**config.mk**
```make
export PLATFORM = sky130hd
export DESIGN_NAME = phy_page_cfg
export DESIGN_NICKNAME = d
export VERILOG_FILES = /design/src/rtl/phy_seq_pkg.sv /design/src/rtl/mdc_clkgen.sv /design/src/rtl/mdio_frame_engine.sv /design/src/rtl/phy_cfg_fsm.sv /design/src/rtl/phy_page_cfg.sv
export SDC_FILE = /design/constraint.sdc
export NUM_CORES = 1
export LEC_CHECK = 0
export CAP_MARGIN = 10
export CORE_MARGIN = 4
export CORE_UTILIZATION = 61
export DETAILED_ROUTE_END_ITERATION = 7
export PLACE_DENSITY = 0.78
export SLEW_MARGIN = 20
export SYNTH_ARGS = -nofsm -noshare
export SYNTH_HDL_FRONTEND = slang
export SYNTH_SLANG_ARGS = --single-unit
```
**constraint.sdc**
```tcl
create_clock -name clk -period 2.43 [get_ports clk]
set_clock_uncertainty 0.2 [all_clocks]
set_input_delay 0.243 -clock clk [delete_from_list [all_inputs] [get_ports clk]]
set_output_delay 0.243 -clock clk [all_outputs]
set_load 0.02 [all_outputs]
```
**src/rtl/phy_seq_pkg.sv**
```systemverilog
package phy_seq_pkg;

    localparam int FRAME_BITS = 64;
    localparam int TA_FIRST   = 46;
    localparam int TA_SECOND  = 47;
    localparam int DATA_FIRST = 48;

    localparam logic [4:0]  REG_CTRL   = 5'd0;
    localparam logic [4:0]  REG_SKEW   = 5'd21;
    localparam logic [4:0]  REG_PAGE   = 5'd22;
    localparam logic [15:0] SKEW_PAGE  = 16'd2;
    localparam logic [15:0] HOME_PAGE  = 16'd0;
    localparam logic [15:0] AN_RESTART = 16'h0200;

    typedef enum logic [1:0] {
        MD_OP_WR = 2'b01,
        MD_OP_RD = 2'b10
    } md_op_e;

    typedef struct packed {
        md_op_e      op;
        logic [4:0]  phy;
        logic [4:0]  regad;
        logic [15:0] wdata;
    } md_req_t;

    typedef enum logic [1:0] {
        EN_IDLE,
        EN_DRIVE,
        EN_SAMPLE,
        EN_TAIL
    } eng_state_e;

    typedef enum logic [2:0] {
        SQ_IDLE,
        SQ_SPEED,
        SQ_PAGE_SEL,
        SQ_SKEW_RD,
        SQ_SKEW_WR,
        SQ_PAGE_RST,
        SQ_RESTART
    } seq_state_e;

    // Control word for register 0: auto-negotiation on, speed bits 6 and 13
    function automatic logic [15:0] speed_word(input logic [1:0] sel);
        logic [15:0] w;
        w = 16'h1000;
        if (sel[1])      w[6]  = 1'b1;
        else if (sel[0]) w[13] = 1'b1;
        return w;
    endfunction

    // Force bit 5 high (RX skew kept) and bit 4 low (TX skew off)
    function automatic logic [15:0] skew_patch(input logic [15:0] v);
        return {v[15:6], 2'b10, v[3:0]};
    endfunction

    function automatic logic [FRAME_BITS-1:0] build_frame(input md_req_t r);
        logic [1:0]  ta;
        logic [15:0] d;
        ta = (r.op == MD_OP_RD) ? 2'b11 : 2'b10;
        d  = (r.op == MD_OP_RD) ? 16'hFFFF : r.wdata;
        return {32'hFFFF_FFFF, 2'b01, r.op, r.phy, r.regad, ta, d};
    endfunction

    function automatic seq_state_e next_step(input seq_state_e s);
        case (s)
            SQ_SPEED:    return SQ_PAGE_SEL;
            SQ_PAGE_SEL: return SQ_SKEW_RD;
            SQ_SKEW_RD:  return SQ_SKEW_WR;
            SQ_SKEW_WR:  return SQ_PAGE_RST;
            SQ_PAGE_RST: return SQ_RESTART;
            default:     return SQ_IDLE;
        endcase
    endfunction

endpackage

```
**src/rtl/mdc_clkgen.sv**
```systemverilog
module mdc_clkgen #(
    parameter int HALF_DIV = 10
) (
    input  logic clk,
    input  logic rst,
    output logic mdc,
    output logic rise_now,
    output logic fall_now
);
    localparam int CW = (HALF_DIV > 1) ? $clog2(HALF_DIV) : 1;

    logic [CW-1:0] cnt;
    logic          wrap;

    assign wrap     = (cnt == CW'(HALF_DIV - 1));
    assign rise_now = wrap & ~mdc;
    assign fall_now = wrap & mdc;

    always_ff @(posedge clk) begin
        if (rst) begin
            cnt <= '0;
            mdc <= 1'b0;
        end else if (wrap) begin
            cnt <= '0;
            mdc <= ~mdc;
        end else begin
            cnt <= cnt + 1'b1;
        end
    end
endmodule

```
**src/rtl/mdio_frame_engine.sv**
```systemverilog
module mdio_frame_engine
    import phy_seq_pkg::*;
(
    input  logic        clk,
    input  logic        rst,
    input  logic        rise_now,
    input  logic        fall_now,
    input  logic        start,
    input  md_req_t     req,
    input  logic        mdio_i,
    output logic        mdio_o,
    output logic        mdio_oe,
    output logic        busy,
    output logic        done,
    output logic [15:0] rdata,
    output logic        ta_err
);
    localparam int BW = $clog2(FRAME_BITS);

    eng_state_e            state;
    logic [FRAME_BITS-1:0] shreg;
    logic [BW-1:0]         bitn;
    logic                  is_rd;

    assign busy = (state != EN_IDLE);

    always_ff @(posedge clk) begin
        if (rst) begin
            state   <= EN_IDLE;
            shreg   <= '0;
            bitn    <= '0;
            is_rd   <= 1'b0;
            mdio_o  <= 1'b1;
            mdio_oe <= 1'b0;
            done    <= 1'b0;
            rdata   <= '0;
            ta_err  <= 1'b0;
        end else begin
            done <= 1'b0;
            case (state)
                EN_IDLE: begin
                    if (start) begin
                        shreg  <= build_frame(req);
                        bitn   <= '0;
                        is_rd  <= (req.op == MD_OP_RD);
                        ta_err <= 1'b0;
                        state  <= EN_DRIVE;
                    end
                end
                EN_DRIVE: begin
                    if (fall_now) begin
                        mdio_o  <= shreg[FRAME_BITS-1];
                        mdio_oe <= !(is_rd && (bitn >= BW'(TA_FIRST)));
                        state   <= EN_SAMPLE;
                    end
                end
                EN_SAMPLE: begin
                    if (rise_now) begin
                        if (is_rd && (bitn == BW'(TA_SECOND)) && mdio_i)
                            ta_err <= 1'b1;
                        if (is_rd && (bitn >= BW'(DATA_FIRST)))
                            rdata <= {rdata[14:0], mdio_i};
                        shreg <= {shreg[FRAME_BITS-2:0], 1'b0};
                        if (bitn == BW'(FRAME_BITS - 1)) begin
                            state <= EN_TAIL;
                        end else begin
                            bitn  <= bitn + 1'b1;
                            state <= EN_DRIVE;
                        end
                    end
                end
                default: begin
                    if (fall_now) begin
                        mdio_o  <= 1'b1;
                        mdio_oe <= 1'b0;
                        done    <= 1'b1;
                        state   <= EN_IDLE;
                    end
                end
            endcase
        end
    end
endmodule

```
**src/rtl/phy_cfg_fsm.sv**
```systemverilog
module phy_cfg_fsm
    import phy_seq_pkg::*;
#(
    parameter logic [4:0] PHY_ADDR = 5'd0
) (
    input  logic        clk,
    input  logic        rst,
    input  logic [1:0]  speed_sel,
    input  logic        update_strobe,
    input  logic        frm_done,
    input  logic        ta_err,
    input  logic [15:0] rdata,
    output logic        frm_start,
    output md_req_t     frm_req,
    output logic        cfg_done,
    output logic        cfg_error
);
    seq_state_e  state;
    logic        issued;
    logic        pending;
    logic [15:0] spd_word;
    logic [15:0] skew_val;

    always_comb begin
        frm_req.phy   = PHY_ADDR;
        frm_req.op    = MD_OP_WR;
        frm_req.regad = REG_CTRL;
        frm_req.wdata = spd_word;
        case (state)
            SQ_PAGE_SEL: begin
                frm_req.regad = REG_PAGE;
                frm_req.wdata = SKEW_PAGE;
            end
            SQ_SKEW_RD: begin
                frm_req.op    = MD_OP_RD;
                frm_req.regad = REG_SKEW;
                frm_req.wdata = '0;
            end
            SQ_SKEW_WR: begin
                frm_req.regad = REG_SKEW;
                frm_req.wdata = skew_val;
            end
            SQ_PAGE_RST: begin
                frm_req.regad = REG_PAGE;
                frm_req.wdata = HOME_PAGE;
            end
            SQ_RESTART: begin
                frm_req.wdata = spd_word | AN_RESTART;
            end
            default: ;
        endcase
    end

    always_ff @(posedge clk) begin
        if (rst) begin
            state     <= SQ_IDLE;
            issued    <= 1'b0;
            pending   <= 1'b1;
            spd_word  <= '0;
            skew_val  <= '0;
            frm_start <= 1'b0;
            cfg_done  <= 1'b0;
            cfg_error <= 1'b0;
        end else begin
            frm_start <= 1'b0;
            if (update_strobe) begin
                pending  <= 1'b1;
                cfg_done <= 1'b0;
            end
            if (state == SQ_IDLE) begin
                if (pending) begin
                    pending  <= 1'b0;
                    cfg_done <= 1'b0;
                    spd_word <= speed_word(speed_sel);
                    issued   <= 1'b0;
                    state    <= SQ_SPEED;
                end
            end else if (!issued) begin
                frm_start <= 1'b1;
                issued    <= 1'b1;
            end else if (frm_done) begin
                issued <= 1'b0;
                if (state == SQ_SKEW_RD) begin
                    if (ta_err) begin
                        cfg_error <= 1'b1;
                        state     <= SQ_IDLE;
                    end else begin
                        skew_val <= skew_patch(rdata);
                        state    <= SQ_SKEW_WR;
                    end
                end else if (state == SQ_RESTART) begin
                    cfg_done <= !pending && !update_strobe;
                    state    <= SQ_IDLE;
                end else begin
                    state <= next_step(state);
                end
            end
        end
    end
endmodule

```
**src/rtl/phy_page_cfg.sv**
```systemverilog
module phy_page_cfg
    import phy_seq_pkg::*;
#(
    parameter int         HALF_DIV = 10,
    parameter logic [4:0] PHY_ADDR = 5'd0
) (
    input  logic       clk,
    input  logic       rst,
    input  logic [1:0] speed_sel,
    input  logic       update_strobe,
    output logic       mdc,
    output logic       mdio_o,
    output logic       mdio_oe,
    input  logic       mdio_i,
    output logic       cfg_done,
    output logic       cfg_error
);
    logic        rise_now;
    logic        fall_now;
    logic        frm_start;
    logic        frm_done;
    logic        eng_busy;
    logic        ta_err;
    logic [15:0] rdata;
    md_req_t     frm_req;

    mdc_clkgen #(.HALF_DIV(HALF_DIV)) u_clkgen (
        .clk      (clk),
        .rst      (rst),
        .mdc      (mdc),
        .rise_now (rise_now),
        .fall_now (fall_now)
    );

    mdio_frame_engine u_engine (
        .clk      (clk),
        .rst      (rst),
        .rise_now (rise_now),
        .fall_now (fall_now),
        .start    (frm_start),
        .req      (frm_req),
        .mdio_i   (mdio_i),
        .mdio_o   (mdio_o),
        .mdio_oe  (mdio_oe),
        .busy     (eng_busy),
        .done     (frm_done),
        .rdata    (rdata),
        .ta_err   (ta_err)
    );

    phy_cfg_fsm #(.PHY_ADDR(PHY_ADDR)) u_fsm (
        .clk           (clk),
        .rst           (rst),
        .speed_sel     (speed_sel),
        .update_strobe (update_strobe),
        .frm_done      (frm_done),
        .ta_err        (ta_err),
        .rdata         (rdata),
        .frm_start     (frm_start),
        .frm_req       (frm_req),
        .cfg_done      (cfg_done),
        .cfg_error     (cfg_error)
    );
endmodule

```
After elaboration in Yosys (flattened, before gate mapping)
Index checks and enable logic that the tools add are counted.
Widths: inputs -> output; s select.
Storage, ports and cells
  bits in registers: 124
  input bits: 6
  logic and storage cells: 134
Cells by class
  bitwise gates (word level): 6
  eq/ne operators: 18
  $lt $le $gt $ge: 2
  reduce and logical (&&, ||, !) cells: 32
  multiplexer cells: 55
  add/subtract/negate cells: 2
Operators by type and width (count)
  $mux 64: 2
  $pmux 64 s2: 1
  $pmux 16 s4: 1
  $mux 1: 27
  $mux 3: 7
  $mux 6: 3
  $mux 16: 1
  $eq 6x6->1 const B: 2
  $ge 6x6->1 const B: 2
  $mux 2: 6
  $pmux 3 s4: 1
  $pmux 6 s2: 1
  $reduce_and 4->1: 3
  $reduce_or 2->1: 6
  $pmux 5 s2: 1
  $reduce_and 5->1: 2
  $eq 3x3->1 const B: 3
  $reduce_and 3->1: 3
  $add 6x1->6 const B: 1
  $eq 3x2->1 const B: 2
  $ne 2x1->1 const B: 3
  $ne 2x2->1 const B: 3
  $pmux 1 s2: 3
  $pmux 2 s3: 1
  other kinds (15): 30

Longest topological paths before layout
  depth in word-level cells: 7
  gate-level depth with buffers: 10

Modules after synthesis
Synthesis repeated with hierarchy kept, for this count alone.
Unflattened totals
  cells, all modules: 630
  area, all modules: 5270.1 um^2
By module, submodules not included
  mdio_frame_engine: cells an instance 453, times used 1, area each 3678.5 um^2, seq. area each 1861.8 um^2
  phy_cfg_fsm: cells an instance 152, times used 1, area each 1363.8 um^2, seq. area each 520.5 um^2
  mdc_clkgen: cells an instance 25, times used 1, area each 227.7 um^2, seq. area each 100.1 um^2

Worst setup path before layout
No wires, ideal clock.
  kind: register -> register
  from: reg u_engine.state[0]
  to: reg u_engine.bitn[4]
  arrival time: 1.688 ns
  setup time: 0.134 ns
  path buffers: 2
  period minus slack after synthesis: 2.022 ns
  cell stages (with the launch flop): 10
  data required time: 2.096 ns
  path slack: 0.408 ns
  path through: dfxtp_1 -> inv_1 -> ha_1 -> buf_2 -> inv_2 -> a22oi_4 -> or2_1 -> buf_2 -> o311ai_1 -> o41ai_2
Between the ends
  cells in the longest elaborated chain, start to end: 3
RTL lines
  start, declared: line mdio_frame_engine.sv:20  | eng_state_e state;
  start signal, assigned: line mdio_frame_engine.sv:29  | state <= EN_IDLE;
  start signal, assigned: line mdio_frame_engine.sv:47  | state <= EN_DRIVE;
  start signal, assigned: line mdio_frame_engine.sv:54  | state <= EN_SAMPLE;
  $eq 2x2->1 or $logic_not 2->1 (tied branches): line mdio_frame_engine.sv:40  | case (state)
  $ne 2x2->1 (no source line), or another cell as far along
  $reduce_and 4->1 (no source line)
  end signal, assigned: line mdio_frame_engine.sv:67  | bitn <= bitn + 1'b1;
  end, declared: line mdio_frame_engine.sv:22  | logic [BW-1:0] bitn;
Several ways; a longest one is shown, not always the timed one.
A chain may end at the register's enable or synchronous reset.

Final worst setup path
  from: reg u_clkgen.cnt[0]
  to: reg u_engine.shreg[23]
Between the ends
  cells in the longest elaborated chain, start to end: 4
RTL lines
  start, declared: line mdc_clkgen.sv:12  | logic [CW-1:0] cnt;
  start signal, assigned: line mdc_clkgen.sv:27  | cnt <= cnt + 1'b1;
  $eq 4x4->1: line mdc_clkgen.sv:15  | assign wrap = (cnt == CW'(HALF_DIV - 1));
  $and 1x1->1: line mdc_clkgen.sv:16  | assign rise_now = wrap & ~mdc;
  $ne 2x2->1 (no source line)
  $reduce_and 3->1 (no source line)
  end signal, assigned: line mdio_frame_engine.sv:43  | shreg <= build_frame(req);
  end signal, assigned: line mdio_frame_engine.sv:63  | shreg <= {shreg[FRAME_BITS-2:0], 1'b0};
  end, declared: line mdio_frame_engine.sv:21  | logic [FRAME_BITS-1:0] shreg;
No other way between the ends.

==> load_flow_metrics.sql <==
INSERT INTO impl_metrics (metric_group, metric, value, unit) VALUES
('outcome', 'outcome', 'finished, final reports clean', ''),
('floorplan', 'core_area', '7810', 'µm²'),
('global_route', 'grt_pass1_wl', '17600', 'µm'),
('sta', 'max_freq', '445', 'MHz'),
('detailed_routing', 'viasPerCell', '5.64', ''),
('setup_path', 'worst_path_max_fanout', '7', ''),
('sta', 'setup_repair_after_global_routing_missed_its_margin', 'false', ''),
('layout', 'antennaDiodeCount', '0', ''),
('min_path', 'min_path_cells', '3', ''),
('detailed_routing', 'drc', '0', ''),
('clocking', 'cts_max_level', '4', ''),
('pwr', 'switching_share', '23.7', '%'),
('sta', 'slew_viol_final', '0', ''),
('logic_synthesis', 'post-synth-top-count-cell', 'sky130_fd_sc_hd__dfxtp_1', ''),
('layout', 'syn2layout_area_growth', '16.2', '%'),
('logic_synthesis', 'ys_warn_count', '0', ''),
('detailed_routing', 'post_route_ant_nets', '0', ''),
('layout', 'final_layout_size_suffix_gt1_share', '9.22', '%'),
('global_route', 'groute.usage.overall', '22.2', '%'),
('clocking', 'cts_buffers', '17', ''),
('detailed_routing', 'firstDrtPassIters', '5', ''),
('min_path', 'timing.hold.worst_endpoint', 'u_fsm.spd_word[13]', ''),
('placement', 'gp_congestion', '0.755', ''),
('logic_synthesis', 'synth_async_sr_flop_share', '0', '%'),
('pwr', 'power.share.sequential', '42.3', '%'),
('placement', 'place_hpwl', '6380', 'µm'),
('floorplan', 'num_io_pins', '11', ''),
('clocking', 'clkSinkCount', '124', ''),
('min_path', 'hp-class', 'input pin to flop', ''),
('logic_synthesis', 'synth.yosys.seq_area_share', '50.1', '%'),
('floorplan', 'floorplan.initialDensity', '63.4', '%'),
('global_route', 'antenna_found_initial', '0', ''),
('pwr', 'power.share.combinational', '7.3', '%'),
('logic_synthesis', 'ys_top_cells_by_count', '124 x sky130_fd_sc_hd__dfxtp_1, 114 x sky130_fd_sc_hd__nand2_1, 108 x sky130_fd_sc_hd__nor2_1', ''),
('setup_path', 'slowest_stage', 'sky130_fd_sc_hd__nor3_1', ''),
('logic_synthesis', 'synth_top_cell_area_share', '50.1', '%'),
('floorplan', 'core.rowCount', '32', ''),
('setup_path', 'critical_path.reg2reg.startpoint', 'u_clkgen.cnt[0]', ''),
('global_route', 'grt_pass1_vias', '3840', ''),
('setup_path', 'cp_data_arrival_time', '2.49', 'ns'),
('sta', 'worstMarginPinSlew', '0.840', 'ns'),
('setup_path', 'worst_r2r_path_depth', '7', ''),
('pwr', 'p_leak', '2.24', 'nW'),
('clocking', 'root_buffer', 'sky130_fd_sc_hd__clkbuf_8', ''),
('clocking', 'cts_tree', 'done', ''),
('logic_synthesis', 'synth_edf_count', '0', ''),
('floorplan', 'die_h', '98.1', 'µm'),
('pwr', 'share_clk_of_total_power', '50.5', '%'),
('setup_path', 'rrSetupSlack', '0.19', 'ns'),
('logic_synthesis', 'synth_top_area_cell', 'sky130_fd_sc_hd__dfxtp_1', ''),
('sta', 'final_worst_path_period_share', '92.4', '%'),
('setup_path', 'worst_setup_path_start_kind', 'flop', ''),
('run', 'maxCapViolations', '0', ''),
('logic_synthesis', 'synthCells', '616', ''),
('logic_synthesis', 'synth.distinct_cells', '48', ''),
('logic_synthesis', 'avgSynthCellArea', '8.04', 'µm²'),
('global_route', 'globalRouteOverflowTotal', '0', ''),
('global_route', 'largest_net_degree_at_the_start_of_global_routing', '92', ''),
('layout', 'fin_nets', '628', ''),
('setup_path', 'timing.rr.end', 'u_engine.shreg[23]', ''),
('sta', 'report.final.hold_viol_count', '0', ''),
('logic_synthesis', 'syn_area', '4950', 'µm²'),
('logic_synthesis', 'ys_ff_latch', '124', ''),
('sta', 'maxSlewHeadroom', '43.6', '%'),
('pwr', 'power_report.internal_total', '4.03', 'mW'),
('detailed_routing', 'detail_route.wl_per_cell', '13.9', 'µm'),
('setup_path', 'worstPathCellList', 'ha_1 -> and3b_1 -> buf_4 -> nand2_1 -> nor3_1 -> a22oi_1 -> nor2_1', ''),
('floorplan', 'die_area', '9620', 'µm²'),
('clocking', 'ctsLongestPathBuffers', '2', ''),
('setup_path', 'critPathRequiredTime', '2.67', 'ns'),
('layout', 'final_core_utilization', '73.7', '%');
## kinds of logic (layout without fill, tap and decap cells)
kind of cell	count (synthesis)	in the layout	synth area share (%)
AO/OA/AOI/OAI	119	119	15.1
XOR/XNOR	6	6	1.06
adder cells (fa/ha/maj)	6	6	1.52
buffers and inverters	51	64	4.75
flip-flops	124	124	50.1
multiplexers	3	3	0.632
AND/OR/NAND/NOR	307	307	26.8
## power by group through the flow
stage	registers [mW]	clock network, mW	logic (mW)
after global routing	2.24	2.80	0.438
final	2.23	2.66	0.384
after CTS	2.23	2.70	0.384
after detailed placement	2.27	0	0.378
after floorplan	2.25	0	0.308
after global placement	2.27	0	0.364
## cells in the final DEF (no fill, tap or decap), drive strengths merged, types with 6 or more instances in the layout
cell / Yosys / routed
nor3: 48 / 48
ha: 6 / 6
nor2: 109 / 109
a211oi: 7 / 7
clkbuf: 21 / 18
o21ai: 8 / 8
a21oi: 61 / 61
nand3: 6 / 6
xnor2: 6 / 6
clkdlybuf4s50: 0 / 9
a22oi: 10 / 10
buf: 24 / 16
inv: 6 / 12
dfxtp: 124 / 124
nand2: 114 / 114
o211ai: 18 / 18
## metal layers
layer / track usage (%) / vias up / part of all wire (%)
met2: 35.7 / 82 / 49
met5: 0 / - / 0
met3: 5.86 / 17 / 4.0
met1: 28.8 / 1931 / 45
li1: - / 2090 / -
met4: 8.09 / 0 / 1.6
## registers in the layout, summed over array words and instances (netlist names), 2 cells and up
register / flops
u_fsm.skew_val: 15
u_engine.state: 2
u_fsm.spd_word: 3
u_clkgen.cnt: 4
u_engine.bitn: 6
u_engine.shreg: 64
u_engine.rdata: 16
u_fsm.state: 3
## through the flow
step                      setup WS [ns]  cell area [µm²]  std cells  hold WS, ns  total power, mW
after global placement            0.244             5110        698        0.239             2.63
after CTS                         0.105             5750        731       0.0972             5.32
after global routing            0.00912             5750        731        0.111             5.48
after floorplan                   0.408             4950        616        0.133             2.56
after detailed placement          0.116             5110        698        0.245             2.65
final                             0.185             5750        731        0.110             5.28
## worst max-delay path: cells and delay by family, from the launching register on
family / cells / cell delay, ns
compound gates: 1 / 0.14
flops: 1 / 0.38
buf+inv: 1 / 0.17
simple gates: 4 / 1.11
fa+ha+maj: 1 / 0.19
## worst max path at each step
stage | startpoint | endpoint | slack, ns | depth (start not counted)
2_1_floorplan | u_engine.state[0] | u_engine.bitn[4] | 0.41 | 9
3_3_place_gp | u_engine.state[0] | u_engine.shreg[31] | 0.24 | 7
3_5_place_dp | u_engine.state[0] | u_engine.shreg[23] | 0.12 | 7
4_1_cts | u_engine.state[0] | u_engine.shreg[23] | 0.11 | 7
5_1_grt | u_clkgen.cnt[0] | u_engine.shreg[27] | 0.009 | 7
6_report | u_clkgen.cnt[0] | u_engine.shreg[23] | 0.19 | 7
## what timing repair did
action	in CTS	in global routing
gates resized for setup	0	1
endpoints found under the hold margin	25	0
buffers inserted	0	0
hold buffers	1	0
endpoints found under the setup margin	0	16
## cell type report
cell class,instances,area [µm²]
Fill cell,592,2050
Tap cell,102,128
Inverter,6,22.5
Multi-Input combinational cell,441,2240
Sequential cell,124,2480
Timing Repair Buffer,26,245
Clock inverter,14,206
Clock buffer,18,428
No activity file was read; power rests on OpenSTA's default activity.
